<file path="config.mk">
export PLATFORM = sky130hd
export DESIGN_NAME = sertx_framer
export DESIGN_NICKNAME = d
export VERILOG_FILES = /design/src/rtl/sertx_framer.sv
export SDC_FILE = /design/constraint.sdc
export NUM_CORES = 1
export LEC_CHECK = 0
export BUFFER_PORTS_ARGS = -buffer_cell sky130_fd_sc_hd__buf_4
export CORE_ASPECT_RATIO = 0.5
export CORE_MARGIN = 2
export CORE_UTILIZATION = 50
export DETAILED_ROUTE_END_ITERATION = 12
export GPL_ROUTABILITY_DRIVEN = 0
export PLACE_DENSITY = 0.7
export SYNTH_ARGS = -nofsm -noshare
export SYNTH_HDL_FRONTEND = slang
export SYNTH_SLANG_ARGS = --single-unit
export TNS_END_PERCENT = 5
</file>
<file path="constraint.sdc">
create_clock -name clk -period 2.5 [get_ports clk]
set_clock_uncertainty 0.1 [all_clocks]
set_input_delay 0 -clock clk [delete_from_list [all_inputs] [get_ports clk]]
set_output_delay 0 -clock clk [all_outputs]
set_load 0.05 [all_outputs]
</file>
<file path="src/rtl/sertx_framer.sv">
module sertx_framer #(
  parameter int DATA_W = 8,
  parameter int OVERSAMPLE = 16
) (
  input  logic              clk,
  input  logic              rst_n,
  input  logic              baud_tick,
  input  logic              tx_en,
  input  logic              nine_bit_mode,
  input  logic              ninth_bit,
  input  logic              brk_req,
  input  logic              data_wr,
  input  logic [DATA_W-1:0] data_in,
  input  logic              empty_irq_en,
  input  logic              done_irq_en,
  output logic              txd,
  output logic              txd_oe,
  output logic              empty_flag,
  output logic              done_flag,
  output logic              empty_irq,
  output logic              done_irq
);
  localparam int FW = DATA_W + 3;
  localparam int LW = $clog2(FW + 1);
  localparam int CW = $clog2(OVERSAMPLE);
  localparam logic [CW-1:0] TMAX = CW'(OVERSAMPLE - 1);

  typedef enum logic [1:0] {K_DATA, K_IDLE, K_BRK, K_GUARD} kind_t;

  logic              running;
  kind_t             kind_q, nxt_kind;
  logic [FW-1:0]     fr_q, nxt_fr;
  logic [LW-1:0]     left_q, nxt_len;
  logic [CW-1:0]     tcnt_q;
  logic [DATA_W-1:0] hold_q;
  logic              hold_full, pre_pend, brk_pend, en_q, brk_q;
  logic              go, take_brk, take_pre, take_data;

  wire bit_end   = running && baud_tick && (tcnt_q == TMAX);
  wire frame_end = bit_end && (left_q == LW'(1));
  wire pick      = !running || frame_end;
  wire [LW-1:0] flen = nine_bit_mode ? LW'(FW) : LW'(FW - 1);
  wire [FW-1:0] dframe = nine_bit_mode ? {1'b1, ninth_bit, hold_q, 1'b0}
                                       : {2'b11, hold_q, 1'b0};
  wire done_set = frame_end && !go && !hold_full && !pre_pend && !brk_pend && !brk_req;

  always_comb begin
    go = 1'b0; take_brk = 1'b0; take_pre = 1'b0; take_data = 1'b0;
    nxt_kind = K_DATA; nxt_fr = '1; nxt_len = flen;
    if (pick) begin
      if (frame_end && kind_q == K_BRK) begin
        go = 1'b1; nxt_kind = K_GUARD; nxt_len = LW'(1);
      end else if (tx_en) begin
        if (brk_pend || brk_req) begin
          go = 1'b1; take_brk = 1'b1; nxt_kind = K_BRK; nxt_fr = '0;
        end else if (pre_pend) begin
          go = 1'b1; take_pre = 1'b1; nxt_kind = K_IDLE;
        end else if (hold_full) begin
          go = 1'b1; take_data = 1'b1; nxt_fr = dframe;
        end
      end
    end
  end

  always_ff @(posedge clk or negedge rst_n) begin
    if (!rst_n) begin
      running <= 1'b0;
      kind_q  <= K_DATA;
      fr_q    <= '1;
      left_q  <= '0;
      tcnt_q  <= '0;
    end else if (go) begin
      running <= 1'b1;
      kind_q  <= nxt_kind;
      fr_q    <= nxt_fr;
      left_q  <= nxt_len;
      tcnt_q  <= '0;
    end else if (frame_end) begin
      running <= 1'b0;
      fr_q    <= '1;
      left_q  <= '0;
      tcnt_q  <= '0;
    end else if (running && baud_tick) begin
      if (tcnt_q == TMAX) begin
        tcnt_q <= '0;
        left_q <= left_q - LW'(1);
        fr_q   <= {1'b1, fr_q[FW-1:1]};
      end else begin
        tcnt_q <= tcnt_q + CW'(1);
      end
    end
  end

  always_ff @(posedge clk or negedge rst_n) begin
    if (!rst_n) begin
      hold_q <= '0; hold_full <= 1'b0;
      empty_flag <= 1'b1; done_flag <= 1'b1;
      pre_pend <= 1'b0; brk_pend <= 1'b0;
      en_q <= 1'b0; brk_q <= 1'b0;
    end else begin
      en_q  <= tx_en;
      brk_q <= brk_req;
      pre_pend <= (pre_pend && !take_pre) || (tx_en && !en_q && running);
      brk_pend <= (brk_pend || (brk_req && !brk_q)) && !take_brk;
      if (data_wr) begin
        hold_q <= data_in; hold_full <= 1'b1; empty_flag <= 1'b0;
      end else if (take_data) begin
        hold_full <= 1'b0; empty_flag <= 1'b1;
      end
      if (data_wr || go) done_flag <= 1'b0;
      else if (done_set) done_flag <= 1'b1;
    end
  end

  assign txd       = running ? fr_q[0] : 1'b1;
  assign txd_oe    = tx_en || running;
  assign empty_irq = empty_flag && empty_irq_en;
  assign done_irq  = done_flag && done_irq_en;
endmodule

</file>
==> results of run 1 <==
cell usage in the layout (no fill, tap or decap), types with 2 or more instances in the layout:
master | netlist | layout
clkbuf_8 | 0 | 5
and2_1 | 3 | 3
and3_1 | 2 | 2
dfrtp_1 | 24 | 24
o22a_1 | 3 | 3
nand3_1 | 6 | 6
or2_2 | 2 | 2
mux2_2 | 8 | 8
or3_1 | 2 | 2
a21oi_1 | 14 | 14
nand2_1 | 15 | 15
nor3_1 | 3 | 3
buf_4 | 0 | 25
nand4_1 | 2 | 2
o31ai_1 | 3 | 3
nor2_1 | 5 | 5
o21ai_0 | 3 | 3
o22ai_1 | 11 | 11
clkinv_2 | 0 | 2
ha_1 | 3 | 3
a31oi_1 | 3 | 3
dlygate4sd3_1 | 0 | 23
inv_1 | 7 | 7
nand2b_1 | 2 | 2
dfstp_2 | 13 | 13
state kept, by name, indices dropped and copies added, names as in the netlist:
| register | cells |
|---|---|
| empty_flag | 1 |
| hold_q | 8 |
| running | 1 |
| tcnt_q | 4 |
| brk_pend | 1 |
| fr_q | 11 |
| pre_pend | 1 |
| left_q | 4 |
| brk_q | 1 |
| kind_q | 2 |
| en_q | 1 |
| done_flag | 1 |
| hold_full | 1 |
critical path, delay by kind of cell (launching register included):
kind | cells | cell delay, ns
flip-flops | 1 | 0.40
AO/OA/AOI/OAI | 2 | 0.47
AND/OR/NAND/NOR | 2 | 0.80
adder cells (fa/ha/maj) | 1 | 0.15
buffers and inverters | 1 | 0.08
worst max-delay path by stage:
stage / start / to / slack (ns) / cells after the start
3_3_place_gp: left_q[1] / left_q[3] / 0.43 / 6
3_5_place_dp: left_q[1] / left_q[3] / 0.37 / 6
6_report: left_q[1] / left_q[3] / 0.38 / 6
2_1_floorplan: left_q[1] / left_q[3] / 0.56 / 6
4_1_cts: left_q[1] / left_q[3] / 0.37 / 6
5_1_grt: left_q[1] / left_q[3] / 0.25 / 6
logic make-up after synthesis:
| family | Yosys count | share of synthesized area |
|---|---|---|
| compound gates | 51 | 0.217 |
| xor+xnor | 2 | 0.00977 |
| fa+ha+maj | 3 | 0.0209 |
| buf+inv | 14 | 0.0328 |
| flops | 37 | 0.525 |
| mux | 8 | 0.0502 |
| simple gates | 48 | 0.144 |
routing by layer:
metal / vias up / GRT usage
li1: 701 / -
met1: 698 / 0.286
met2: 36 / 0.355
met3: 6 / 0.0717
met4: 0 / 0.0818
met5: - / 0
timing repair:
item                                   4_1_cts  5_1_grt
setup buffers                                0        0
hold buffers                                23        0
endpoints found under the hold margin       57        0
power by group through the flow:
stage                     combinational (mW)  clock (mW)  sequential, mW
final                                  0.567       0.408           0.951
after global placement                 0.513           0           0.949
after floorplan                        0.422           0           0.923
after CTS                              0.568       0.417           0.950
after detailed placement               0.529           0           0.959
after global routing                   0.631       0.444           0.976
cell usage after synthesis (all sizes together):
cell	number	area, um^2
dfrtp	24	601
or2	2	12.5
o2bb2ai	1	8.76
xor2	1	8.76
mux2	8	90.1
nor3b	1	7.51
o22ai	11	68.8
and2	3	18.8
inv	7	26.3
a32oi	1	8.76
xnor2	1	8.76
o31ai	4	43.8
o41a	1	12.5
nor4	1	6.26
nand3	6	30.0
o21ai	4	20.0
ha	3	37.5
a221o	1	10.0
o41ai	1	27.5
nor2b	1	6.26
nand4	2	12.5
buf	5	23.8
a22oi	2	28.8
clkbuf	2	8.75
nor2	5	18.8
a21oi	15	78.8
a31oi	3	18.8
nor3	4	31.3
dfstp	13	342
nand2b	2	12.5
a211oi	1	7.51
or3	2	12.5
a2bb2oi	1	8.76
or3b	2	20.0
o311a	1	10.0
o22a	4	36.3
nand2	15	56.3
and3	2	12.5
final cells by class:
type,instances,share of cell area
tap,51,0.0274
timing repair buffer,48,0.180
clock inverter,2,0.00431
sequential,37,0.405
clock buffer,6,0.0312
inverter,7,0.0113
multi-input combinational,112,0.341
metrics by stage:
stage	cells	utilization
final	263	0.677
after global routing	263	0.677
after CTS	263	0.677
after detailed placement	232	0.586
after global placement	232	0.586
after floorplan	163	-
==> out/metrics.cfg, run 1 <==
[logic_synthesis]
ys_seq_area_frac=0.525
ys.warnings.count=0
avgSynthCellArea_um2=11.0
synth_area_mm2=0.00179
syn_nets=184
synth_seq_cells=37
synth_cells=163
ys_types=47

[power_and_ir_drop]
power_mw=1.93
vdd_drop_max_mv=0.435
p_leak_nw=0.992
power.share.clock=0.212
seqPwrFrac=0.494
swShare=0.326
p_switching_mw=0.628
p_comb_frac=0.295
internal-power_mw=1.30
powerDensity_mw_per_mm2=829

[placed_design]
dpl.hpwl_um=2500
io_buffers=23
placed_area_mm2=0.00201
pre_cts_ws_ns=0.368

[global_routing]
grt_first_pass_wirelength_um=6630
overflow=0
track_usage=0.221
grt_max_degree=38
antenna_found_initial=0
grt_pass1_vias=1412

[critical_path]
reg2reg_depth=6
worstPathRequired_ns=2.58
crit_path_start_kind=flip-flop
worstReg2RegStart=left_q[1]
crit_arrival_ns=2.20
critPathKind=flip-flop to flip-flop
ff2ff_setup_slack_ns=0.38
slowest_delay_ns=0.42
crit_fanout=9
cp_slowest_cell=or3b_4
worstSetupEndpointType=flip-flop
reg2reg_to=left_q[3]
path_cells=inv_1 -> ha_1 -> or3b_4 -> nor3_4 -> a21oi_2 -> a221o_1

[detailed_routing]
m1WireLength_um=1870
wl_um=3900
drtIter0Drc=84
highest_layer=met4
dr_wl_met2_um=1780
wl_met3_um=186
dr.pass1.iters=4
viasPerCell=5.48
ant_nets=0
drc=0
wire_per_inst_um=14.8
routed-via-count=1441

[final_layout]
register_area_um2=942
syn_to_final_growth_pct=29.7
nFillCells=281
drive_above_1_share=0.302
multi_input_area_um2=792
final_nets=232
final_cell_area_mm2=0.00232
n_antenna_cell=0

[sta]
final-setup-viol-count=0
timing.final.ws_setup_ns=0.383
hold_ws_ns=0.0974
slew_viol_final=0
hold_violations=0
rsz0062_at_grt=false
slew_headroom=0.661
worstMarginPinSlew_ns=0.506
finalSetupTns_ns=0
period_needed_ns=2.12
max_freq_ghz=0.472
fin_crit_sh=0.847

[clocking]
numClockSinks=37
cts.path.max_buffers=2
ctsResizeCount=0
insertion_delay_ns=0.29
cts_root_buffer=clkbuf_8
tritoncts=yes
cts_inserted_buffers=5
clkTransAtPathRegs_ns=0.07
h-tree-depth=2

[floorplanning]
rows=15
top_level_ports=24
dieWidth_um=88.7
die_h_um=46.3
dieArea_mm2=0.00411
start_util=0.522
coreArea_mm2=0.00343

[min_path]
hold_class=input port to async pin

[job]
max-cap-violations=0

[status]
outcome=finished, final reports clean

(Power assumes the default switching activity.)
==> inputs of run 2 (changes only) <==
--- a/config.mk
+++ b/config.mk
@@ -11,7 +11,7 @@
 export CORE_UTILIZATION = 50
 export DETAILED_ROUTE_END_ITERATION = 12
 export GPL_ROUTABILITY_DRIVEN = 0
-export PLACE_DENSITY = 0.7
+export PLACE_DENSITY = 0.72
 export SYNTH_ARGS = -nofsm -noshare
 export SYNTH_HDL_FRONTEND = slang
 export SYNTH_SLANG_ARGS = --single-unit
==> constraint.sdc (replaced) <==
create_clock -name clk -period 1.9 [get_ports clk]
set_clock_uncertainty 0.1 [all_clocks]
set_input_delay 0 -clock clk [delete_from_list [all_inputs] [get_ports clk]]
set_output_delay 0 -clock clk [all_outputs]
set_load 0.05 [all_outputs]
==> out/metrics.cfg, run 2 (same netlist as run 1, synthesis figures left out) <==
[final_layout]
regMostFlops=fr_q
largest_registers=fr_q x11, hold_q x8
syn_to_final_growth_pct=39.4
final_nets=248  ; +6.9%
final_cell_mix=buf_4 (39), dfrtp_1 (24), dlygate4sd3_1 (23), nand2_1 (15)
final_cell_area_mm2=0.00250  ; +7.5%
n_antenna_cell=0  ; unchanged
largest_register_ffs=11  ; unchanged
nFillCells=247  ; -12%
final_common_cell=buf_4
drive_above_1_share=0.377  ; +0.0753

[critical_path]
worstSetupEndpointType=flip-flop
worstPathRequired_ns=1.97  ; -0.61 ns
crit_start=left_q[1]
worstReg2RegStart=left_q[1]
crit_arrival_ns=2.03  ; -0.17 ns
critPathKind=flip-flop to flip-flop
ff2ff_setup_slack_ns=-0.06  ; -0.44 ns
reg2reg_depth=6  ; unchanged
crit_fanout=6  ; -3
crit_path_start_kind=flip-flop
reg2reg_to=left_q[3]

[global_routing]
overflow=0  ; unchanged
grt_max_degree=38  ; unchanged
grt_first_pass_wirelength_um=6890  ; +4.0%
grt_pass1_vias=1474  ; +4.4%
antenna_found_initial=0  ; unchanged
track_usage=0.229  ; +0.00723

[sta]
max_freq_ghz=0.510  ; +8.1%
period_needed_ns=1.96  ; -0.158 ns
finalSetupTns_ns=-0.152  ; -0.152 ns
hold_ws_ns=0.102  ; +0.00484 ns
worstMarginPinSlew_ns=0.482  ; -0.0249 ns
final-setup-viol-count=4  ; +4
timing.final.ws_setup_ns=-0.0593  ; -0.442 ns
slew_headroom=0.679  ; +0.0179
hold_violations=0  ; unchanged
rsz0062_at_grt=true
slew_viol_final=0  ; unchanged
fin_crit_sh=1.03  ; +0.184

[power_and_ir_drop]
swShare=0.326  ; about the same
seqPwrFrac=0.460  ; -0.034
power.share.clock=0.205  ; -0.007
p_switching_mw=0.876  ; +40%
internal-power_mw=1.81  ; +39%
p_comb_frac=0.335  ; +0.040
powerDensity_mw_per_mm2=1070  ; +30%
p_leak_nw=1.07  ; +7.9%
vdd_drop_max_mv=0.544  ; +25%

[detailed_routing]
wire_per_inst_um=15.3  ; +3.5%
wl_um=4280  ; +9.7%
dr.pass1.iters=4  ; unchanged
drc=0  ; unchanged
ant_nets=0  ; unchanged
routed-via-count=1543  ; +7.1%
drtIter0Drc=129  ; +54%
viasPerCell=5.53  ; +0.94%

[floorplanning]
top_level_ports=24  ; unchanged
coreArea_mm2=0.00343  ; unchanged
dieWidth_um=88.7  ; unchanged
rows=15  ; unchanged
dieArea_mm2=0.00411  ; unchanged
die_h_um=46.3  ; unchanged
start_util=0.522  ; unchanged

[min_path]
hold_class=input port to async pin

[clocking]
insertion_delay_ns=0.29  ; about the same
numClockSinks=37  ; unchanged
tritoncts=yes
clkTransAtPathRegs_ns=0.08  ; about the same
cts.path.max_buffers=2  ; unchanged
h-tree-depth=2  ; unchanged
postCtsSetupRepairBufs=0  ; unchanged
cts_root_buffer=clkbuf_8
cts_inserted_buffers=5  ; unchanged

[placed_design]
placed_area_mm2=0.00216  ; +7.2%
dpl.hpwl_um=2770  ; +11%
io_buffers=23  ; unchanged

[job]
max-cap-violations=0  ; unchanged

[status]
violations=negative setup slack
outcome=finished, violations left

==> run 2: changes by cell type in the layout (fill, tap and decap cells not counted), moves of 2 or more <==
cell	before	now
and3_1	2	0
buf_12	0	2
clkinvlp_4	0	2
clkinv_2	2	0
buf_4	25	39
==> run 2: metal layers <==
metal / wire length, um / track usage / vias up / share of wire
met5: 0 / 0 / - / 0
met4: 36 / 0.0727 / 0 / 0.0084
met3: 120 / 0.0591 / 5 / 0.028
met2: 2060 / 0.364 / 24 / 0.48
met1: 2060 / 0.311 / 778 / 0.48
li1: - / - / 736 / -
==> run 2: per-stage QoR <==
stage	setup slack (ns)	power, mW	utilization	instances
floorplan	0.0100	1.77	-	163
global placement	0.0265	2.03	0.628	248
detailed placement	-0.0347	2.07	0.628	248
CTS	-0.0542	2.68	0.721	279
global route	-0.117	2.84	0.728	279
finish	-0.0593	2.69	0.728	279
==> run 2: worst max-delay path, cell delays in order (launching register included) <==
cell	delay [ns]
dfrtp_1	0.39
inv_1	0.07
ha_1	0.16
or3b_4	0.42
nor3_4	0.26
o31ai_1	0.14
a221o_1	0.30
==> run 2: repair_timing <==
action,CTS,global route
hold endpoints to repair,57,0
gates resized for setup,0,6
hold buffers,23,0
endpoints found under the setup margin,16,23
pin swaps,2,1
==> run 2: worst max-delay path by stage <==
stage                end
2_1_floorplan  left_q[3]
3_3_place_gp   kind_q[1]
3_5_place_dp   left_q[3]
4_1_cts        left_q[3]
5_1_grt        left_q[3]
6_report       left_q[3]
==> run 2: final cells by class <==
cell class / count / area, um^2 / share of cell area
clock buffer: 6 / 72.6 / 0.0290
clock inverter: 2 / 15.0 / 0.00601
inverter: 7 / 26.3 / 0.0105
multi-input combinational: 112 / 816 / 0.326
sequential: 37 / 942 / 0.377
tap: 51 / 63.8 / 0.0255
timing repair buffer: 64 / 563 / 0.225
==> run 2: power groups by stage <==
stage | logic (mW) | clock network, mW | registers (mW)
2_1_floorplan | 0.555 | 0 | 1.21
3_3_place_gp | 0.802 | 0 | 1.23
3_5_place_dp | 0.831 | 0 | 1.24
4_1_cts | 0.882 | 0.565 | 1.23
5_1_grt | 0.991 | 0.591 | 1.26
6_report | 0.900 | 0.551 | 1.23
